### config.mk
export PLATFORM = sky130hd
export DESIGN_NAME = spd_eeprom_slave
export DESIGN_NICKNAME = d
export VERILOG_FILES = /design/src/rtl/spd_eeprom_slave.sv
export SDC_FILE = /design/constraint.sdc
export NUM_CORES = 2
export LEC_CHECK = 0
export BUFFER_PORTS_ARGS = -buffer_cell sky130_fd_sc_hd__buf_2
export CAP_MARGIN = 20
export CORE_MARGIN = 2
export CORE_UTILIZATION = 43
export CTS_CLUSTER_DIAMETER = 50
export DETAILED_ROUTE_END_ITERATION = 7
export HOLD_SLACK_MARGIN = 0.12
export PLACE_DENSITY = 0.58
export SYNTH_ARGS = -nofsm -noshare
export SYNTH_HDL_FRONTEND = slang
export SYNTH_SLANG_ARGS = --single-unit
### constraint.sdc
create_clock -name clk -period 6.9 [get_ports clk]
set_clock_uncertainty 0.1 [all_clocks]
set_input_delay 1.035 -clock clk [delete_from_list [all_inputs] [get_ports clk]]
set_output_delay 1.035 -clock clk [all_outputs]
set_load 0.03 [all_outputs]
### src/rtl/spd_eeprom_slave.sv
module spd_eeprom_slave #(
  parameter int          AW       = 8,
  parameter logic [3:0]  DEV_TYPE = 4'b1010
) (
  input  logic       clk,
  input  logic       rst_n,
  input  logic       scl,
  input  logic       sda_i,
  input  logic [2:0] strap,
  input  logic       wp,
  output logic       sda_pull,
  output logic       standby
);
  localparam int DEPTH = 1 << AW;

  typedef enum logic [2:0] {S_IDLE, S_ADDR, S_WADR, S_WDAT, S_READ, S_WAIT} st_t;

  logic [2:0]    scl_q, sda_q;
  st_t           st;
  logic [3:0]    bitcnt;
  logic [7:0]    shreg;
  logic [AW-1:0] ptr;
  logic          ackph, rw, mack, pull, stby;
  logic [7:0]    mem [DEPTH];

  always_ff @(posedge clk) begin
    if (!rst_n) begin
      scl_q <= '1;
      sda_q <= '1;
    end else begin
      scl_q <= {scl_q[1:0], scl};
      sda_q <= {sda_q[1:0], sda_i};
    end
  end

  wire s_scl  = scl_q[1];
  wire p_scl  = scl_q[2];
  wire s_sda  = sda_q[1];
  wire p_sda  = sda_q[2];
  wire start  = p_scl & s_scl & p_sda & ~s_sda;
  wire stop   = p_scl & s_scl & ~p_sda & s_sda;
  wire rise   = ~p_scl & s_scl;
  wire fall   = p_scl & ~s_scl;
  wire full   = (bitcnt == 4'd8);
  wire [7:0] rdata = mem[ptr];
  wire addr_hit = (shreg[7:1] == {DEV_TYPE, strap});
  wire wr_en  = (st == S_WDAT) & fall & ~ackph & full & ~wp;

  always_ff @(posedge clk) begin
    if (wr_en) mem[ptr] <= shreg;
  end

  always_ff @(posedge clk) begin
    if (!rst_n) begin
      st     <= S_IDLE;
      bitcnt <= '0;
      shreg  <= '0;
      ptr    <= '0;
      ackph  <= 1'b0;
      rw     <= 1'b0;
      mack   <= 1'b0;
      pull   <= 1'b0;
      stby   <= 1'b1;
    end else if (start) begin
      st     <= S_ADDR;
      bitcnt <= '0;
      ackph  <= 1'b0;
      pull   <= 1'b0;
      stby   <= 1'b0;
    end else if (stop) begin
      st     <= S_IDLE;
      bitcnt <= '0;
      ackph  <= 1'b0;
      pull   <= 1'b0;
      stby   <= 1'b1;
    end else begin
      case (st)
        S_ADDR, S_WADR, S_WDAT: begin
          if (rise && !ackph && !full) begin
            shreg  <= {shreg[6:0], s_sda};
            bitcnt <= bitcnt + 4'd1;
          end else if (fall && ackph) begin
            ackph  <= 1'b0;
            pull   <= 1'b0;
            bitcnt <= '0;
            if (st == S_ADDR && rw) begin
              st    <= S_READ;
              shreg <= rdata;
              ptr   <= ptr + 1'b1;
              pull  <= ~rdata[7];
            end else if (st == S_ADDR) begin
              st <= S_WADR;
            end else begin
              st <= S_WDAT;
            end
          end else if (fall && full) begin
            if (st == S_ADDR) begin
              if (addr_hit) begin
                rw    <= shreg[0];
                ackph <= 1'b1;
                pull  <= 1'b1;
              end else begin
                st <= S_WAIT;
              end
            end else begin
              ackph <= 1'b1;
              pull  <= 1'b1;
              if (st == S_WADR) ptr <= shreg[AW-1:0];
              else              ptr <= ptr + 1'b1;
            end
          end
        end
        S_READ: begin
          if (rise && !ackph) begin
            bitcnt <= bitcnt + 4'd1;
          end else if (rise) begin
            mack <= ~s_sda;
          end else if (fall && !ackph && !full) begin
            shreg <= {shreg[6:0], 1'b0};
            pull  <= ~shreg[6];
          end else if (fall && !ackph) begin
            pull  <= 1'b0;
            ackph <= 1'b1;
          end else if (fall) begin
            ackph  <= 1'b0;
            bitcnt <= '0;
            if (mack) begin
              shreg <= rdata;
              ptr   <= ptr + 1'b1;
              pull  <= ~rdata[7];
            end else begin
              st   <= S_WAIT;
              pull <= 1'b0;
            end
          end
        end
        default: ;
      endcase
    end
  end

  assign sda_pull = pull;
  assign standby  = stby;
endmodule


==> run metrics <==
status complete, no violations; drt via density 5.916; largest net degree at the start of global routing 170; Worst-Margin Slew 1.185 ns; Max-Cap Viols 0; CTS H-Tree Depth 4; sw power 4.999 mW; Final TNS setup 0 ns; Starting Density 0.4333; Sw Share 0.1972; PD cells 277.3 mW/mm^2; synth warn 0; synthesized area 0.08145 sq mm; PostCTS Resize Cnt 0; CP Capture Type flop; Setup-failing EPs final 0; commonest non-fill, non-tap cell in the layout edfxtp_1; clock share of power 0.457; crit path max fanout 15; CTS buffer count 211; DR DRC count 0; Final Cycle Share 0.6205; combinational share of power 0.002; # hold bufs at CTS 0; Finished Layout Cells 6,462; Clock Path Buffers 3; first drt pass iteration count 8; fin crit period 4.281 ns; share of layout cells above drive strength 1 0.2640; Setup WS post-layout 2.619 ns; area post-placement 0.08441 sq mm; Layout Nets 3,800; most frequent cells in the layout edfxtp_1, mux4_2, nor2_1; RSZ-0062 raised after global routing no; Max Clock Freq 0.2336 GHz; sequential cell area fraction in the yosys report 0.7653; WP buf/inv 1; IO Count 10; placed cells 6,068; DIE AREA 0.1929 sq mm; asr flop ratio synth 0; worst path cell trace inv_1 > ha_1 > nand3b_1 > nor3_1 > nand4_1 > nor2_1 > nand2_1 > nor2_1; Peak VDD IR 0.2078 mV; Placer Congestion 0.8135; syn_nets 3,700; Final Hold Fails 0; Reg2Reg Setup Slack 2.62 ns; Routed WL per cell 31.79 um; Most Frequent Cell on Critical Path nor2_1; Slew Viols, Final 0; Flop pwr share 0.542; CTS tree built; CP top delay family simple AND/OR/NAND/NOR gates; Final ANT Viol Nets 0; max incr delay on CP 0.84 ns; first-pass GRT wire length 293.8 mm; number of synthesized flops with an enable pin 2,048; total grt overflow 0; Critical Path AT 4.66 ns; Core Area 0.1880 sq mm; PortBufs 9; Clk pin slew, worst setup/hold paths 0.06 ns; Internal 20.35 mW; postcts setup bufs 0; Startpoint Class flop; Lkg Pwr 23.72 nW; site row count 159; vias in the first global route 38,400; Die H 439.2 um; Critical Path RT 7.27 ns; via count 38,230; Synth cell types 62; Die Width 439.2 um; Hold/Removal Path Class in -> reg; Post-Place Worst Slack 2.317 ns; main flop type after synthesis edfxtp_1; Clock Tree Root clkbuf_16; kind of critical path reg -> reg; All-Layer GR Usage 0.2139; Mapped Cells 3,686; Mean Syn Cell Area 22.10 sq um; post-synthesis sequential element count 2,090; slowest CP cell nor2_1; Worst-Skew Late Latency 0.86 ns; Initial DRC Count 4,187; clock sinks 2,090; design area 0.09143 sq mm; Syn-to-layout area delta 12.24%; final wirelength 205.4 mm; worst relative slew slack 0.2083; DP HPWL 121.8 mm; initial antenna violation count 6
-- power by group through the flow --
stage               Sequential [mW]  Combinational, mW  Clock, mW
floorplan                      14.0             0.0127          0
global placement               14.0             0.0361          0
detailed placement             14.0             0.0390          0
CTS                            13.7             0.0390       11.7
global route                   13.7             0.0419       12.2
finish                         13.7             0.0391       11.6
-- worst paths after layout --
check,from,to,depth (start not counted)
max,bitcnt[0],mem[249][4],8
min,sda_i,sda_q[0],2
max reg2reg,bitcnt[0],mem[249][4],8
min reg2reg,sda_pull,sda_pull,2
-- registers in the layout (all words and copies together) (netlist names), named ones only --
signal,flops
st,3
bitcnt,4
rw,1
ptr,8
standby,1
sda_pull,1
mack,1
scl_q,3
ackph,1
sda_q,3
mem,2048
shreg,8
-- kinds of logic after synthesis --
kind of cell,synth area share
AND/OR/NAND/NOR,0.02794
buffers and inverters,0.01516
XOR/XNOR,0.0007527
flip-flops,0.7653
adder cells (fa/ha/maj),0.0009216
multiplexers,0.1764
AO/OA/AOI/OAI,0.01349
-- cells in the mapped netlist, drive strengths merged (3+ instances only) --
cell | instances | area (sq um)
xor2 | 5 | 43.79
o31ai | 5 | 37.54
nand3 | 31 | 155.2
ha | 6 | 75.07
mux2 | 4 | 45.04
a2111oi | 5 | 43.79
mux4 | 608 | 13690
clkbuf | 70 | 262.8
and3 | 4 | 25.02
dfxtp | 42 | 840.8
nand2 | 101 | 379.1
a32o | 6 | 60.06
o211ai | 5 | 37.54
a31oi | 6 | 37.54
a21o | 3 | 22.52
mux2i | 63 | 630.6
inv | 15 | 56.30
a211oi | 6 | 45.04
nand2b | 27 | 168.9
o21ai | 33 | 165.2
or2 | 4 | 25.03
edfxtp | 2048 | 61500
o221ai | 10 | 87.58
nor3 | 13 | 65.06
o311ai | 4 | 35.03
a311oi | 3 | 26.28
a21oi | 20 | 100.1
o22ai | 4 | 25.02
nor2b | 14 | 87.58
nor3b | 5 | 37.54
nand4 | 10 | 62.56
a41oi | 4 | 35.03
and2 | 5 | 31.28
buf | 136 | 908.4
nor2 | 298 | 1119
a22oi | 31 | 232.7
nor4 | 5 | 31.28
-- per-layer routing --
| metal | up-vias | global-route usage | wire length, um |
|---|---|---|---|
| li1 | 15700 | - | - |
| met1 | 20700 | 0.3120 | 88470 |
| met2 | 1549 | 0.3319 | 97310 |
| met3 | 280 | 0.04123 | 14450 |
| met4 | 2 | 0.05775 | 5185 |
| met5 | - | 0 | 12 |
-- through the flow --
stage	power, mW	hold slack, ns	util
after floorplan	14.03	0.2863	-
after global placement	14.05	0.3914	0.4487
after detailed placement	14.05	0.4063	0.4490
after CTS	25.51	0.2230	0.4863
after global routing	26.00	0.2683	0.4863
final	25.35	0.2886	0.4863
-- layout make-up --
cell class / instances / area [sq um]
fill: 15050 / 96570
sequential: 2090 / 62380
multi-input combinational: 1373 / 17950
clock buffer: 251 / 5557
tap: 2495 / 3122
clock inverter: 142 / 1460
timing repair buffer: 93 / 883.3
inverter: 17 / 68.82
antenna: 1 / 2.502
(Power assumes the default switching activity.)
